--- src/rtl/itmr_pkg.sv ---
package itmr_pkg;
  localparam int unsigned REG_W = 32;

  localparam int unsigned BIT_ERR  = 31;
  localparam int unsigned BIT_DONE = 7;
  localparam int unsigned BIT_IE   = 6;
  localparam int unsigned BIT_STEP = 5;
  localparam int unsigned BIT_XFER = 4;
  localparam int unsigned BIT_RUN  = 0;

  typedef enum logic [1:0] {
    ADDR_CTRL = 2'd0,
    ADDR_CUR  = 2'd1,
    ADDR_NEXT = 2'd2,
    ADDR_RSVD = 2'd3
  } reg_sel_e;

  typedef struct packed {
    logic err;
    logic done;
    logic ie;
    logic run;
  } stat_t;

  // control write fields, sliced once at the top
  typedef struct packed {
    logic err;
    logic done;
    logic ie;
    logic step;
    logic xfer;
    logic run;
  } ctrl_wr_t;
endpackage

--- src/rtl/itmr_decode.sv ---
module itmr_decode
  import itmr_pkg::*;
(
  input  logic       wr_en_i,
  input  logic [1:0] addr_i,
  input  logic       tick_i,
  input  logic       run_i,
  input  logic       xfer_bit_i,
  input  logic       step_bit_i,
  input  logic       run_bit_i,
  output logic       ctrl_we_o,
  output logic       next_we_o,
  output logic       xfer_o,
  output logic       step_o,
  output logic       adv_o
);
  always_comb begin
    ctrl_we_o = wr_en_i && (addr_i == ADDR_CTRL);
    next_we_o = wr_en_i && (addr_i == ADDR_NEXT);
    xfer_o    = ctrl_we_o && xfer_bit_i;
    // step only acts while the written run bit is clear
    step_o    = ctrl_we_o && step_bit_i && !run_bit_i;
    // any write wins over a coincident tick
    adv_o     = tick_i && run_i && !wr_en_i;
  end
endmodule

--- src/rtl/itmr_counter.sv ---
module itmr_counter #(
  parameter int unsigned CNT_W = 32
) (
  input  logic             clk_i,
  input  logic             rst_ni,
  input  logic             adv_i,
  input  logic             step_i,
  input  logic             xfer_i,
  input  logic             next_we_i,
  input  logic [CNT_W-1:0] next_wdata_i,
  output logic [CNT_W-1:0] cnt_o,
  output logic [CNT_W-1:0] next_o,
  output logic             wrap_o
);
  logic [CNT_W-1:0] cnt_q, cnt_d, next_q, base;
  logic             inc;

  always_comb begin
    base   = xfer_i ? next_q : cnt_q;
    inc    = adv_i || step_i;
    wrap_o = inc && (&base);
    cnt_d  = base;
    if (inc) cnt_d = wrap_o ? next_q : base + CNT_W'(1);
  end

  always_ff @(posedge clk_i or negedge rst_ni) begin
    if (!rst_ni) begin
      cnt_q  <= '0;
      next_q <= '0;
    end else begin
      cnt_q <= cnt_d;
      if (next_we_i) next_q <= next_wdata_i;
    end
  end

  assign cnt_o  = cnt_q;
  assign next_o = next_q;
endmodule

--- src/rtl/itmr_status.sv ---
module itmr_status
  import itmr_pkg::*;
(
  input  logic  clk_i,
  input  logic  rst_ni,
  input  logic  ctrl_we_i,
  input  logic  err_bit_i,
  input  logic  done_bit_i,
  input  logic  ie_bit_i,
  input  logic  run_bit_i,
  input  logic  wrap_i,
  output stat_t stat_o,
  output logic  irq_o
);
  stat_t q, d;
  logic  irq_q, irq_d;
  logic  done_kept, err_kept;

  always_comb begin
    done_kept = q.done && !(ctrl_we_i && done_bit_i);
    err_kept  = q.err  && !(ctrl_we_i && err_bit_i);
    d.ie      = ctrl_we_i ? ie_bit_i  : q.ie;
    d.run     = ctrl_we_i ? run_bit_i : q.run;
    d.done    = done_kept || wrap_i;
    d.err     = err_kept || (wrap_i && done_kept);
    // request only raised by an overflow, dropped once done&ie break
    irq_d     = wrap_i ? d.ie : (irq_q && d.done && d.ie);
  end

  always_ff @(posedge clk_i or negedge rst_ni) begin
    if (!rst_ni) begin
      q     <= '0;
      irq_q <= 1'b0;
    end else begin
      q     <= d;
      irq_q <= irq_d;
    end
  end

  assign stat_o = q;
  assign irq_o  = irq_q;
endmodule

--- src/rtl/itmr_rdmux.sv ---
module itmr_rdmux
  import itmr_pkg::*;
#(
  parameter int unsigned CNT_W = 32
) (
  input  logic [1:0]       addr_i,
  input  stat_t            stat_i,
  input  logic [CNT_W-1:0] cnt_i,
  input  logic [CNT_W-1:0] next_i,
  output logic [REG_W-1:0] rdata_o
);
  localparam int unsigned PAD_W = REG_W - CNT_W;

  logic [REG_W-1:0] cnt_ext, next_ext;

  if (PAD_W == 0) begin : g_full
    assign cnt_ext  = cnt_i;
    assign next_ext = next_i;
  end else begin : g_pad
    assign cnt_ext  = {{PAD_W{1'b0}}, cnt_i};
    assign next_ext = {{PAD_W{1'b0}}, next_i};
  end

  always_comb begin
    rdata_o = '0;
    unique case (addr_i)
      ADDR_CTRL: begin
        rdata_o[BIT_ERR]  = stat_i.err;
        rdata_o[BIT_DONE] = stat_i.done;
        rdata_o[BIT_IE]   = stat_i.ie;
        rdata_o[BIT_RUN]  = stat_i.run;
      end
      ADDR_CUR:  rdata_o = cnt_ext;
      ADDR_NEXT: rdata_o = next_ext;
      default:   rdata_o = '0;
    endcase
  end
endmodule

--- src/rtl/interval_timer.sv ---
module interval_timer
  import itmr_pkg::*;
#(
  parameter int unsigned CNT_W = 32
) (
  input  logic             clk_i,
  input  logic             rst_ni,
  input  logic             tick_i,
  input  logic             wr_en_i,
  input  logic [1:0]       addr_i,
  input  logic [REG_W-1:0] wdata_i,
  output logic [REG_W-1:0] rdata_o,
  output logic             irq_o
);
  ctrl_wr_t         wf;
  stat_t            stat;
  logic [CNT_W-1:0] cnt, next_val;
  logic             ctrl_we, next_we, xfer, step, adv, wrap;

  always_comb begin
    wf.err  = wdata_i[BIT_ERR];
    wf.done = wdata_i[BIT_DONE];
    wf.ie   = wdata_i[BIT_IE];
    wf.step = wdata_i[BIT_STEP];
    wf.xfer = wdata_i[BIT_XFER];
    wf.run  = wdata_i[BIT_RUN];
  end

  itmr_decode u_decode (
    .wr_en_i    (wr_en_i),
    .addr_i     (addr_i),
    .tick_i     (tick_i),
    .run_i      (stat.run),
    .xfer_bit_i (wf.xfer),
    .step_bit_i (wf.step),
    .run_bit_i  (wf.run),
    .ctrl_we_o  (ctrl_we),
    .next_we_o  (next_we),
    .xfer_o     (xfer),
    .step_o     (step),
    .adv_o      (adv)
  );

  itmr_counter #(.CNT_W(CNT_W)) u_counter (
    .clk_i        (clk_i),
    .rst_ni       (rst_ni),
    .adv_i        (adv),
    .step_i       (step),
    .xfer_i       (xfer),
    .next_we_i    (next_we),
    .next_wdata_i (wdata_i[CNT_W-1:0]),
    .cnt_o        (cnt),
    .next_o       (next_val),
    .wrap_o       (wrap)
  );

  itmr_status u_status (
    .clk_i      (clk_i),
    .rst_ni     (rst_ni),
    .ctrl_we_i  (ctrl_we),
    .err_bit_i  (wf.err),
    .done_bit_i (wf.done),
    .ie_bit_i   (wf.ie),
    .run_bit_i  (wf.run),
    .wrap_i     (wrap),
    .stat_o     (stat),
    .irq_o      (irq_o)
  );

  itmr_rdmux #(.CNT_W(CNT_W)) u_rdmux (
    .addr_i  (addr_i),
    .stat_i  (stat),
    .cnt_i   (cnt),
    .next_i  (next_val),
    .rdata_o (rdata_o)
  );
endmodule

--- config.mk ---
export PLATFORM = sky130hd
export DESIGN_NAME = interval_timer
export DESIGN_NICKNAME = d
export VERILOG_FILES = /design/src/rtl/itmr_pkg.sv /design/src/rtl/itmr_decode.sv /design/src/rtl/itmr_counter.sv /design/src/rtl/itmr_status.sv /design/src/rtl/itmr_rdmux.sv /design/src/rtl/interval_timer.sv
export SDC_FILE = /design/constraint.sdc
export NUM_CORES = 1
export LEC_CHECK = 0
export ABC_AREA = 1
export BUFFER_PORTS_ARGS = -buffer_cell sky130_fd_sc_hd__buf_2
export CAP_MARGIN = 20
export CORE_ASPECT_RATIO = 0.75
export CORE_MARGIN = 5
export CORE_UTILIZATION = 40
export DETAILED_ROUTE_END_ITERATION = 16
export PLACE_DENSITY = 0.66
export RECOVER_POWER = 25
export SYNTH_ARGS = -nofsm -noshare
export SYNTH_HDL_FRONTEND = slang
export SYNTH_SLANG_ARGS = --single-unit
--- constraint.sdc ---
create_clock -name clk_i -period 5.8 [get_ports clk_i]
set_input_delay 0.58 -clock clk_i [delete_from_list [all_inputs] [get_ports clk_i]]
set_output_delay 0.58 -clock clk_i [all_outputs]
set_load 0.1 [all_outputs]
# Word level (Yosys, flattened, before mapping)
# Index checks and enable logic that the tools add are counted.
[word_totals]
out_inout_bits = 33
regBits = 69
[op_classes]
reduce_logical = 24
eq_ne = 2
n_mux = 10
n_addsub = 1
[ops]
columns = ["op", "count"]
rows = [
  ["$mux 32", 3],
  ["$pmux 23 s2", 1],
  ["$add 32x1->32 const B", 1],
  ["$reduce_and 32->1", 1],
  ["$logic_and 1x1->1", 15],
  ["$pmux 5 s2", 1],
  ["$pmux 1 s3", 2],
  ["$pmux 2 s3", 1],
  ["$logic_not 1->1", 4],
  ["$logic_or 1x1->1", 3],
  ["$eq 2x1->1 const B", 1],
  ["$eq 2x2->1 const B", 1],
  ["$logic_not 2->1", 1],
  ["$mux 1", 2],
]

# Depth between registers and ports, before layout
# Gate-level depths: netlist of run 1.
[logic_depth]
depth_word = 10
depth_mapped = 19

# Hierarchy
# A second synthesis of run 1 with hierarchy kept.
[unflattened]
cells_unflattened = 814
area_unflattened_um2 = 5147.4
[modules_own_cells]
columns = ["module", "area_per_inst_um2", "seq_area_each_um2", "cells_each", "instances"]
rows = [
  ["itmr_counter", 4317.9, 1601.5, 655, 1],
  ["itmr_rdmux", 576.8, 0.0, 124, 1],
  ["itmr_status", 203.9, 125.1, 23, 1],
  ["itmr_decode", 48.8, 0.0, 12, 1],
]

# Worst setup path before layout of run 1
# No wires, ideal clock.
[synth_path]
path_type = "in2out"
from = "in addr_i[0]"
to = "out rdata_o[14]"
arrival_ps = 2800
cell_stages = 6
setup_slack_ps = 2420
cell_sequence = "inv_1 > ha_1 > clkbuf_1 > clkbuf_1 > nand2_1 > a21oi_1"
[synth_via]
elab_chain_cells = 2
word_cells_on_any_way = 3
[synth_lines]
columns = ["item", "line_no", "rtl"]
rows = [
  ["start, declared", "interval_timer.sv:10", "input logic [1:0] addr_i,"],
  ["$eq 2x2->1 or $eq 2x1->1 (tied branches)", "itmr_rdmux.sv:26", "unique case (addr_i)"],
  ["$pmux 23 s2 *", "itmr_rdmux.sv:26", ""],
  ["end, declared", "interval_timer.sv:12", "output logic [REG_W-1:0] rdata_o,"],
]
# Mark *: on every way between the ends. The rest lies on a longest branch, timed or not.

# Worst setup path in the final report of run 1
[layout_path]
from = "in addr_i[0]"
to = "reg u_counter.cnt_q[16] (netlist: u_counter.cnt_o[16])"
[layout_via]
elab_chain_cells = 8
word_cells_on_any_way = 12
[layout_lines]
columns = ["item", "line_no", "rtl"]
rows = [
  ["$logic_not 2->1 *", "itmr_decode.sv:18", "ctrl_we_o = wr_en_i && (addr_i == ADDR_CTRL);"],
  ["$logic_and 1x1->1 *", "itmr_decode.sv:18", ""],
  ["parallel branches: the longest is 5 deep, another holds $add 32x1->32", "--", ""],
  ["$mux 32 *", "itmr_counter.sv:23", "if (inc) cnt_d = wrap_o ? next_q : base + CNT_W'(1);"],
  ["via u_counter.cnt_d[16]", "itmr_counter.sv:15", "logic [CNT_W-1:0] cnt_q, cnt_d, next_q, base;"],
  ["end signal, assigned", "itmr_counter.sv:31", "cnt_q <= cnt_d;"],
  ["end, declared", "itmr_counter.sv:15", ""],
]
# Mark *: on every way through the listed nets, which the timed path passes.
# A chain may end at the register's enable or synchronous reset.

==> results of run 1 <==
-- cell families (layout without fill, tap and decap cells) --
kind of cell / Yosys count / in the layout
fa+ha+maj: 5 / 5
simple gates: 548 / 548
flops: 69 / 69
compound gates: 90 / 90
mux: 3 / 3
buf+inv: 132 / 180
xor+xnor: 8 / 8
-- critical path, cell delays in order --
cell and delay, ns:
buf_2 0.12, inv_1 0.07, ha_1 0.78, nand2_4 0.21, nor2_8 0.35, o21ai_0 0.22
inv_1 0.11, ha_1 0.19, nand2_1 0.08, nor2_2 0.17, nand2_2 0.17, nor2_8 0.49
nand3_4 0.47, nor2_1 0.24, nor2_1 0.06, nor2_1 0.08
-- metal layers --
metal	up-vias	track usage	wire, um
met1	2437	0.331	8030
met5	-	0	0
li1	2796	-	-
met3	22	0.0462	1490
met2	219	0.278	6500
met4	0	0.0546	273
-- through the flow --
step | hold slack [ns] | util
after floorplan | 0.284 | -
after global placement | 0.500 | 0.436
after detailed placement | 0.500 | 0.436
after CTS | 0.462 | 0.460
after global routing | 0.469 | 0.460
final | 0.466 | 0.460
-- cell usage after synthesis --
library cell	number	area share
xor2_1	6	0.0098
buf_1	2	0.0014
nand3_1	47	0.044
inv_1	82	0.057
o21bai_1	3	0.0042
inv_2	5	0.0035
nor2_1	74	0.052
nand2_2	12	0.014
nand2_1	349	0.24
nand2_4	1	0.0021
o21ai_1	12	0.011
and2_1	1	0.0012
o21ai_2	3	0.0049
buf_2	4	0.0037
clkinv_1	1	0.00070
nor2_8	3	0.011
nor2_2	9	0.010
o21ai_0	17	0.016
nand3b_1	3	0.0042
buf_4	9	0.013
mux2_2	3	0.0063
nand3_4	2	0.0065
nand4_1	44	0.051
buf_6	11	0.023
xnor2_1	2	0.0033
clkbuf_1	18	0.013
nor2_4	2	0.0042
o21ai_4	1	0.0030
a21oi_1	54	0.050
dfrtp_1	69	0.32
nor3_1	1	0.00093
ha_1	5	0.012
-- flip-flops by register name, summed over array words and instances (netlist names) --
register and flops:
u_status.irq_o 1, u_status.stat_o 4, u_counter.cnt_o 32, u_counter.next_o 32
-- where the power goes --
group	total, mW	leakage (nW)	internal, mW	switching (mW)
Sequential	0.687	0.817	0.600	0.0876
Combinational	0.834	2.23	0.228	0.606
Clock	0.597	0.151	0.374	0.223
Total	2.12	3.20	1.20	0.917
-- final cells by class --
type                    instances  area share
inverters                      88      0.0548
flip-flops and latches         69       0.287
multi-input cells             654       0.506
clock buffers                   9      0.0374
clock inverters                 7      0.0150
well taps                     171      0.0355
repair buffers                 76      0.0650
-- cells in the final DEF, fill, tap and decap left out --
cell type	count
nand2_4	1
inv_1	82
nand2_1	348
bufinv_16	2
o21ai_0	17
inv_2	5
o21ai_1	11
clkbuf_16	9
nand4_1	44
clkinv_1	1
nor2_1	74
nand3_4	2
a21oi_1	54
nand3b_1	3
clkinvlp_4	2
o21ai_2	4
nor3_1	1
clkinv_2	3
nand2_2	13
buf_2	70
o21ai_4	1
buf_4	5
nor2_4	2
xor2_1	6
and2_1	1
dfrtp_1	69
ha_1	5
nand3_1	47
mux2_2	3
o21bai_1	3
clkbuf_1	1
nor2_8	3
nor2_2	9
xnor2_1	2
-- worst paths after layout --
kind                                         to  slack, ns  cells after the start
max                         u_counter.cnt_o[16]       1.64                     16
min                        u_counter.next_o[20]       0.47                      2
max reg2reg                 u_counter.cnt_o[16]       2.99                     13
min reg2reg                  u_status.stat_o[0]       0.52                      2
max in group asynchronous  u_counter.next_o[13]       1.92                      2
min in group asynchronous   u_counter.next_o[3]       1.70                      2
==> results.md, run 1 <==
- DR WL/cell: 15.2 um
- P per Cell Area: between 300 and 400 nW/um^2
- Min-Delay Startpoint: wdata_i[20]
- Placed Cells: 1058
- Die Area: roughly 16000 sq um
- Reg area: 1730 sq um
- Pin count of the biggest net entering global routing: 70
- Post-Syn Nets: 898
- Peak supply drop: between 150 and 200 uV
- Root Buffer: clkbuf_16
- Global-route wire length before repair: between 20 and 30 mm
- Die width: about 140 um
- GRT Residual Overflow: 0
- Pre-antenna DRT Iters: 5
- Initial antenna violation count: 0
- Clock tree buffer depth: 2
- Failing checks: capacitance limit, slew limit
- Clock latency at the later pin of the worst-skew pair: 0.34 ns
- Max Clock Skew: 0.00929 ns
- Final Critical Period: about 4.2 ns
- Worst setup path startpoint: addr_i[0]
- Remaining antenna violation count: 0
- Initial core utilization: 0.411
- RSZ-0062 raised after global routing: no
- Num rows: 36
- Largest family of logic cells by synthesized area: simple AND/OR/NAND/NOR gates
- DR iter-0 viols: 613
- Fmax: approximately 240 MHz
- CTS Hold Bufs: 0
- Finished Cell Area: approximately 6000 sq um
- Post-synthesis adder-cell area fraction: 0.0116
- CTS tree: yes
- CP Max Fanout: 35
- Nets: about 940
- Clk pin slew, worst setup/hold paths: 0.06 ns
- Post-Synth Simple-Gate Area: 0.444
- Top Ports: 71
- Die Ht: 110 um
- Post-Place Setup Slack: between 1 and 1.5 ns
- Post-CTS Setup Repair Bufs: 0
- Final hold vios: 0
- Dpl cell area: between 5000 and 6000 sq um
- FF+latch count, synth: 69
- Fin. max-slew vios: 70
- Leakage: between 3 and 4 nW
- Syn avg cell area: 6.30 sq um
- Filler cell count: between 1000 and 1500
- Sequential share of the synthesized area: 0.321
- Via count: ~5500
- Status: finished, violations left
- PostCTS Resize Cnt: 0
- Non-filler cells in the finished layout: ~1100
- Synth Instances: 855
- Post-Synth XOR/XNOR Area: 0.0130
- Total of max-cap violations: 1
- CTS buffer count: 9
- Post-synthesis mux area share: 0.00628
- Final WS setup: ~1.6 ns
- GPL Wtd Cong: between 0.9 and 1
- Setup_tns: 0 ns
- Port Buf Inserts: 70
- H-tree depth: 3
- Setup violations, final: 0
- Worst Tran Pin Value: 3.90 ns
- DRC: 0
- Critical Path End Type: flop
- Final period utilization: 0.717
- Detailed placement HPWL: approximately 11 mm
- Compound-Gate Fraction of Synth Area: 0.0893
- Footprint of the multi-input gates: between 3000 and 4000 sq um
- Vias in the first global route: 5029
- Syn Std Cell Area: between 5000 and 6000 sq um
- Core Area: 13100 sq um
- Synth warn: 0
- Design Power: between 2 and 2.5 mW
- Data arrival, critical path: 4.43 ns
- WP data required: approximately 6 ns
- Count of unique library cells instantiated by Yosys: 32
- Layout area overhead: 11.9%
- Slew headroom: -1.60
- Worst Hold Class: in -> reg
- Crit Path Class: in -> reg
- Startpoint types: input pin
- Gr usage total: 0.208
- Antenna diodes: 0
- Post-Route WL: between 15 and 20 mm
- R2R Path Start: u_counter.next_o[0]
- Vias/cell: 5.10
- Clk sinks: 69
- Share of cells above drive strength 1: 0.148
(Power assumes the default switching activity.)
==> run 2: changes to the inputs <==
Settings changed: ABC_AREA 1 to 0, PLACE_DENSITY 0.66 to 0.68.
Clock period 5.8 ns to 3.6 ns, I/O delays scaled along.
==> run 2 against run 1 <==
  * The flow still finishes with violations (capacitance limit, slew limit)
  * Die area fell by 4.8%
  * Highest routed layer unchanged
  * Largest cell class unchanged
  * Setup slack got worse by 0.81 ns
  * Non-clock buffer count rose by 11
==> results.md, run 2 <==
- Status: finished, violations left
- Failing checks: capacitance limit, slew limit
- GRT Residual Overflow: 0
- R2R Path Start: u_counter.next_o[3]
- Worst Hold Class: in -> reg
- Crit-path leading delay family: simple AND/OR/NAND/NOR gates
- FF+latch count, synth: 69
- Final hold vios: 0
- CP Max Fanout: 34
- Remaining antenna violation count: 0
- Leakage: between 2 and 3 nW
- DR WL/cell: a little under 20 um
- Fin. max-slew vios: 28
- Total of max-cap violations: 2
- Die width: between 100 and 150 um
- Worst path slowest cell: and3_4
- Port Buf Inserts: 70
- CTS Hold Bufs: 1
- RSZ-0062 raised after global routing: no
- Core Area: ~12000 sq um
- Sw Pwr: approximately 1.3 mW
- Startpoint types: input pin
- Detailed placement HPWL: roughly 11 mm
- CTS tree: yes
- Most common cell in the netlist: dfrtp_1
- Post-synth top cells: 69 x dfrtp_1, 51 x nand2_1, 40 x mux2_2, 33 x nor2_1
- GPL Wtd Cong: 0.900
- Initial antenna violation count: 0
- Post-Route WL: 15.1 mm
- CTS buffer count: 9
- Synth Flop Type: dfrtp_1
- Ys async rst share: 1.00
- Internal Power: between 1.5 and 2 mW
- Die Ht: ~110 um
- P per Cell Area: 529 nW/um^2
- Final Critical Period: ~2.8 ns
- Data arrival, critical path: around 3.0 ns
- Clock tree buffer depth: 2
- Pre-antenna DRT Iters: 6
- Post-CTS Setup Repair Bufs: 0
- Worst Path Buf+Inv: 3
- Synth area leader: dfrtp_1
- Pin count of the biggest net entering global routing: 35
- Worst Tran Pin Value: around 1.5 ns
- R2R Setup Slk: a little under 1 ns
- Syn Std Cell Area: ~5100 sq um
- Reg2reg path depth: 6
- Root Buffer: clkbuf_16
- Crit Path Class: in -> reg
- Critical Path Stages: 12
- WP data required: about 3.8 ns
- Antenna diodes: 0
- Synth warn: 0
- Global-route wire length before repair: between 20 and 30 mm
- Layout area overhead: 14.6%
- Crit-path cells: buf_2 > inv_1 > ha_1 > and3_4 > nand2_1 > nand2_1 > ha_1 > o221ai_2 > nor3_4 > buf_4 > a21oi_1 > a221oi_1
- Clock latency at the later pin of the worst-skew pair: approximately 0.34 ns
- Part of the power in registers: 0.407
- Vias/cell: 6.14
- Final period utilization: 0.769
- Count of unique library cells instantiated by Yosys: between 70 and 80
- Peak supply drop: 236 uV
- DR iter-0 viols: approximately 460
- Clk pin slew, worst setup/hold paths: 0.06 ns
- Clk sinks: just under 70
- Setup violations, final: 0
- Top Ports: 71
- PostCTS Resize Cnt: 0
- Num rows: 35
- Vias in the first global route: approximately 4800
- Slew headroom: -0.0262
- H-tree depth: 3
- CP max stage delay: about 0.53 ns
- Hold-critical path endpoint: u_counter.next_o[15]
- Final Util: 0.472
- Critical Path End Type: flop
- Combinational fraction of design power: 0.304
- Sw frac: 0.406
- Fmax: between 300 and 400 MHz
- Post-Syn Nets: 599
- Via count: 4791
- Largest cells by area after synthesis: dfrtp_1 34%, mux2_2 8.8%, mux2i_1 6.1%
- Clock power frac: 0.289
- Sequential share of the synthesized area: 0.338
- Share of cells above drive strength 1: 0.267
- Top cell type's share of synthesized area: 0.338
- WHS Path Cells: 2
- Min-Delay Startpoint: wdata_i[15]
- Commonest non-fill, non-tap cells in the layout: 69 x buf_2, 69 x dfrtp_1, 51 x nand2_1
- Max Clock Skew: around 0.0087 ns
- Nets: between 600 and 700
- Syn avg cell area: 9.18 sq um
- Gr usage total: 0.203
- Die Area: approximately 15000 sq um
- Setup_tns: 0 ns
- EDFF count, synth: 0
- Synth Instances: between 500 and 600
- Reg-to-Reg End: u_counter.cnt_o[29]
- DRC: 0
- Initial core utilization: 0.412
## run 2: cell types whose count changed after synthesis, moves of 12 or more
| cell | before | now |
|---|---|---|
| nand2_1 | 349 | 51 |
| inv_1 | 82 | 8 |
| nor2_1 | 74 | 33 |
| mux2_2 | 3 | 40 |
| mux2i_1 | 0 | 31 |
| nor2b_1 | 0 | 31 |
| a21oi_1 | 54 | 26 |
| a22oi_1 | 0 | 28 |
| nand4_1 | 44 | 25 |
| nand3_1 | 47 | 31 |
| nand2_2 | 12 | 0 |
## run 2: layout make-up
cell class	instances	area, sq um
inverters	8	30.0
repair buffers	87	468
fillers	1198	6550
flip-flops and latches	69	1730
well taps	166	208
multi-input cells	435	3120
clock inverters	4	48.8
clock buffers	11	243
## run 2: logic make-up after synthesis
family                   count (synthesis)  synth area share
AND/OR/NAND/NOR                        229             0.250
adder cells (fa/ha/maj)                  5            0.0123
buffers and inverters                   52            0.0510
multiplexers                            76             0.165
flip-flops                              69             0.338
AO/OA/AOI/OAI                          125             0.183
## run 2: worst max-delay path by stage
stage	end	startpoint
after floorplan	u_counter.cnt_o[15]	addr_i[0]
after global placement	u_counter.cnt_o[23]	addr_i[0]
after detailed placement	u_counter.cnt_o[23]	addr_i[0]
after CTS	u_counter.cnt_o[23]	addr_i[0]
after global routing	u_counter.next_o[19]	rst_ni
final	u_counter.cnt_o[5]	addr_i[0]
## run 2: per-stage QoR
stage,area [sq um],setup WS [ns],hold slack (ns),cells,total power [mW]
floorplan,5100,0.305,0.0644,556,1.94
global placement,5560,0.611,0.295,764,2.17
detailed placement,5560,0.535,0.302,764,2.19
CTS,5860,0.885,0.240,780,3.09
global route,5850,0.405,0.241,780,3.25
finish,5850,0.833,0.243,780,3.09
## run 2: routing by layer
| metal | track usage | wire, um | part of all wire |
|---|---|---|---|
| met4 | 0.0505 | 183 | 0.012 |
| met3 | 0.0511 | 1070 | 0.071 |
| met2 | 0.317 | 6910 | 0.46 |
| met5 | 0 | 0 | 0 |
| met1 | 0.282 | 6950 | 0.46 |
## run 2: power by group through the flow
stage | combinational (mW) | clock [mW] | sequential [mW]
2_1_floorplan | 0.814 | 0 | 1.12
3_3_place_gp | 0.917 | 0 | 1.25
4_1_cts | 0.945 | 0.906 | 1.24
3_5_place_dp | 0.939 | 0 | 1.25
5_1_grt | 1.03 | 0.932 | 1.29
6_report | 0.941 | 0.893 | 1.26
## run 2: worst register-to-register path, delay by kind of cell, from the launching register on
family / cells / cell delay, ns
simple gates: 3 / 1.23
mux: 1 / 0.39
flops: 1 / 0.52
compound gates: 2 / 0.38
==> run 3: changes to the inputs <==
Clock period 3.6 ns to 2.5 ns, I/O delays scaled along.
==> run 3 against run 2 <==
  * The run still ends with capacitance limit, slew limit left
  * Die area unchanged
  * Count of clock-buffer cells in the layout increased by 2
  * Cell area up 22%
  * Final cell count is 9.4% higher
  * First-iteration DRC count down 15%
==> results.md, run 3 (synthesis gave the netlist of run 2 again) <==
- Total of max-cap violations: 1
- Most Frequent Cell on Critical Path: buf_4
- Final Critical Period: 2.33 ns
- Final period utilization: 0.933
- P per Cell Area: roughly 700 nW/um^2
- Vias/cell: just under 6
- Leakage: just over 3 nW
- WP data required: ~2.7 ns
- Clock power frac: 0.282
- Initial antenna violation count: 0
- Clk sinks: between 60 and 70
- Commonest non-fill, non-tap cells in the layout: 83 x buf_4, 69 x dfrtp_1, 48 x nand2_1
- RSZ-0062 raised after global routing: yes
- Num rows: 35
- Critical Path End Type: flop
- H-tree depth: 3
- Worst Path Buf+Inv: 3
- Root Buffer: clkbuf_16
- DRC: 0
- Die width: roughly 140 um
- Detailed placement HPWL: 12.6 mm
- Failing checks: capacitance limit, slew limit
- Nets: 725
- Core Area: between 10000 and 15000 sq um
- CTS buffer count: 9
- Clock latency at the later pin of the worst-skew pair: roughly 0.35 ns
- Crit-path leading delay family: simple AND/OR/NAND/NOR gates
- Die Area: 15100 sq um
- Post-Route WL: 16.7 mm
- Setup_tns: 0 ns
- Crit-path cells: nand4_1 > nor4_2 > buf_4 > o221ai_4 > buf_4 > nor3_4 > buf_4 > a2111oi_0 > a211oi_1
- Data arrival, critical path: about 2.6 ns
- Port Buf Inserts: 70
- Part of the power in registers: 0.344
- Initial core utilization: 0.412
- Remaining antenna violation count: 0
- CP max stage delay: between 0.4 and 0.5 ns
- GRT Residual Overflow: 0
- Startpoint types: flop
- Top Ports: 71
- Finished Cell Area: 7110 sq um
- DR iter-0 viols: ~390
- Dpl cell area: 6770 sq um
- Final hold vios: 0
- Setup violations, final: 0
- DR WL/cell: roughly 20 um
- GPL Wtd Cong: around 0.88
- Hold slack: 0.130 ns
- Crit Path Class: reg -> reg
- Clk pin slew, worst setup/hold paths: about 0.06 ns
- Via count: roughly 5000
- Die Ht: 108 um
- Final WS setup: between 0.15 and 0.2 ns
- Gr usage total: 0.226
- Pin count of the biggest net entering global routing: 70
- Slew headroom: -0.0723
- Antenna diodes: 0
- Post-Place Setup Slack: -0.106 ns
- Fmax: around 430 MHz
- Peak supply drop: ~350 uV
- CP Max Fanout: 5
- Pre-antenna DRT Iters: 8
- Worst path slowest cell: dfrtp_1
- Sw frac: 0.384
- Layout area overhead: 39.2%
- Commonest non-fill, non-tap cell in the layout: buf_4
- Post-CTS Setup Repair Bufs: 0
- Fin. max-slew vios: 70
- Worst Hold Class: in -> reg
- Internal Power: roughly 3.1 mW
- Max Clock Skew: ~0.0062 ns
- Clock tree buffer depth: 2
- Global-route wire length before repair: roughly 27 mm
- Sw Pwr: slightly below 2 mW
- Worst Tran Pin Value: 1.61 ns
- Status: finished, violations left
- Vias in the first global route: just over 5000
- CTS tree: yes
- Combinational fraction of design power: 0.375
- Share of cells above drive strength 1: 0.400
==> run 3: cell count changes in the layout (fill, tap and decap cells not counted), sizes merged <==
cell      before  now
buf           82  158
bufinv         1    2
clkbuf        15   13
clkinv         3    0
clkinvlp       0    1
==> run 3: cell type report <==
cell class	instances	area (sq um)
Timing Repair Buffer	159	1550
Fill cell	1111	5290
Multi-Input combinational cell	435	3250
Sequential cell	69	1730
Tap cell	166	208
Clock buffer	13	260
Clock inverter	3	67.6
Inverter	8	50.0
==> run 3: power groups by stage <==
stage | sequential [mW] | clock (mW) | combinational (mW)
2_1_floorplan | 1.62 | 0 | 1.23
3_3_place_gp | 1.72 | 0 | 1.84
3_5_place_dp | 1.73 | 0 | 1.88
4_1_cts | 1.72 | 1.45 | 1.89
5_1_grt | 1.76 | 1.49 | 2.02
6_report | 1.73 | 1.42 | 1.89
==> run 3: per-stage QoR <==
step,utilization,cells,power (mW)
floorplan,-,556,2.85
global placement,0.546,836,3.56
detailed placement,0.546,836,3.61
CTS,0.574,853,5.06
global route,0.573,853,5.28
finish,0.573,853,5.04
==> run 3: worst register-to-register path, delay by kind of cell (launching register included) <==
family / cells / cell delay [ns]
compound gates: 3 / 0.48
buf+inv: 3 / 0.56
flops: 1 / 0.42
simple gates: 3 / 0.78
==> run 3: layer usage <==
metal / vias to the layer above / wire, um / GRT usage / part of all wire
met4: 0 / 229 / 0.0553 / 0.014
met5: - / 0 / 0 / 0
met1: 2490 / 7630 / 0.306 / 0.46
met3: 17 / 1030 / 0.0511 / 0.062
met2: 165 / 7810 / 0.366 / 0.47
li1: 2348 / - / - / -
==> run 3: path summary, 6_finish.rpt <==
kind	from	slack, ns	cells past startpoint	to
max in group asynchronous	rst_ni	0.58	3	u_counter.cnt_o[8]
setup / recovery	u_counter.next_o[6]	0.17	9	u_counter.cnt_o[21]
min in group asynchronous	rst_ni	0.94	3	u_counter.next_o[3]
hold reg to reg	u_status.stat_o[3]	0.49	2	u_status.stat_o[3]
hold / removal	wdata_i[20]	0.13	2	u_counter.next_o[20]
setup reg to reg	u_counter.next_o[6]	0.17	9	u_counter.cnt_o[21]
==> run 3: repair_timing <==
item / 4_1_cts / 5_1_grt
hold endpoints to repair: 69 / 0
hold buffers: 1 / 0
endpoints found under the setup margin: 0 / 7
resized for setup: 0 / 2
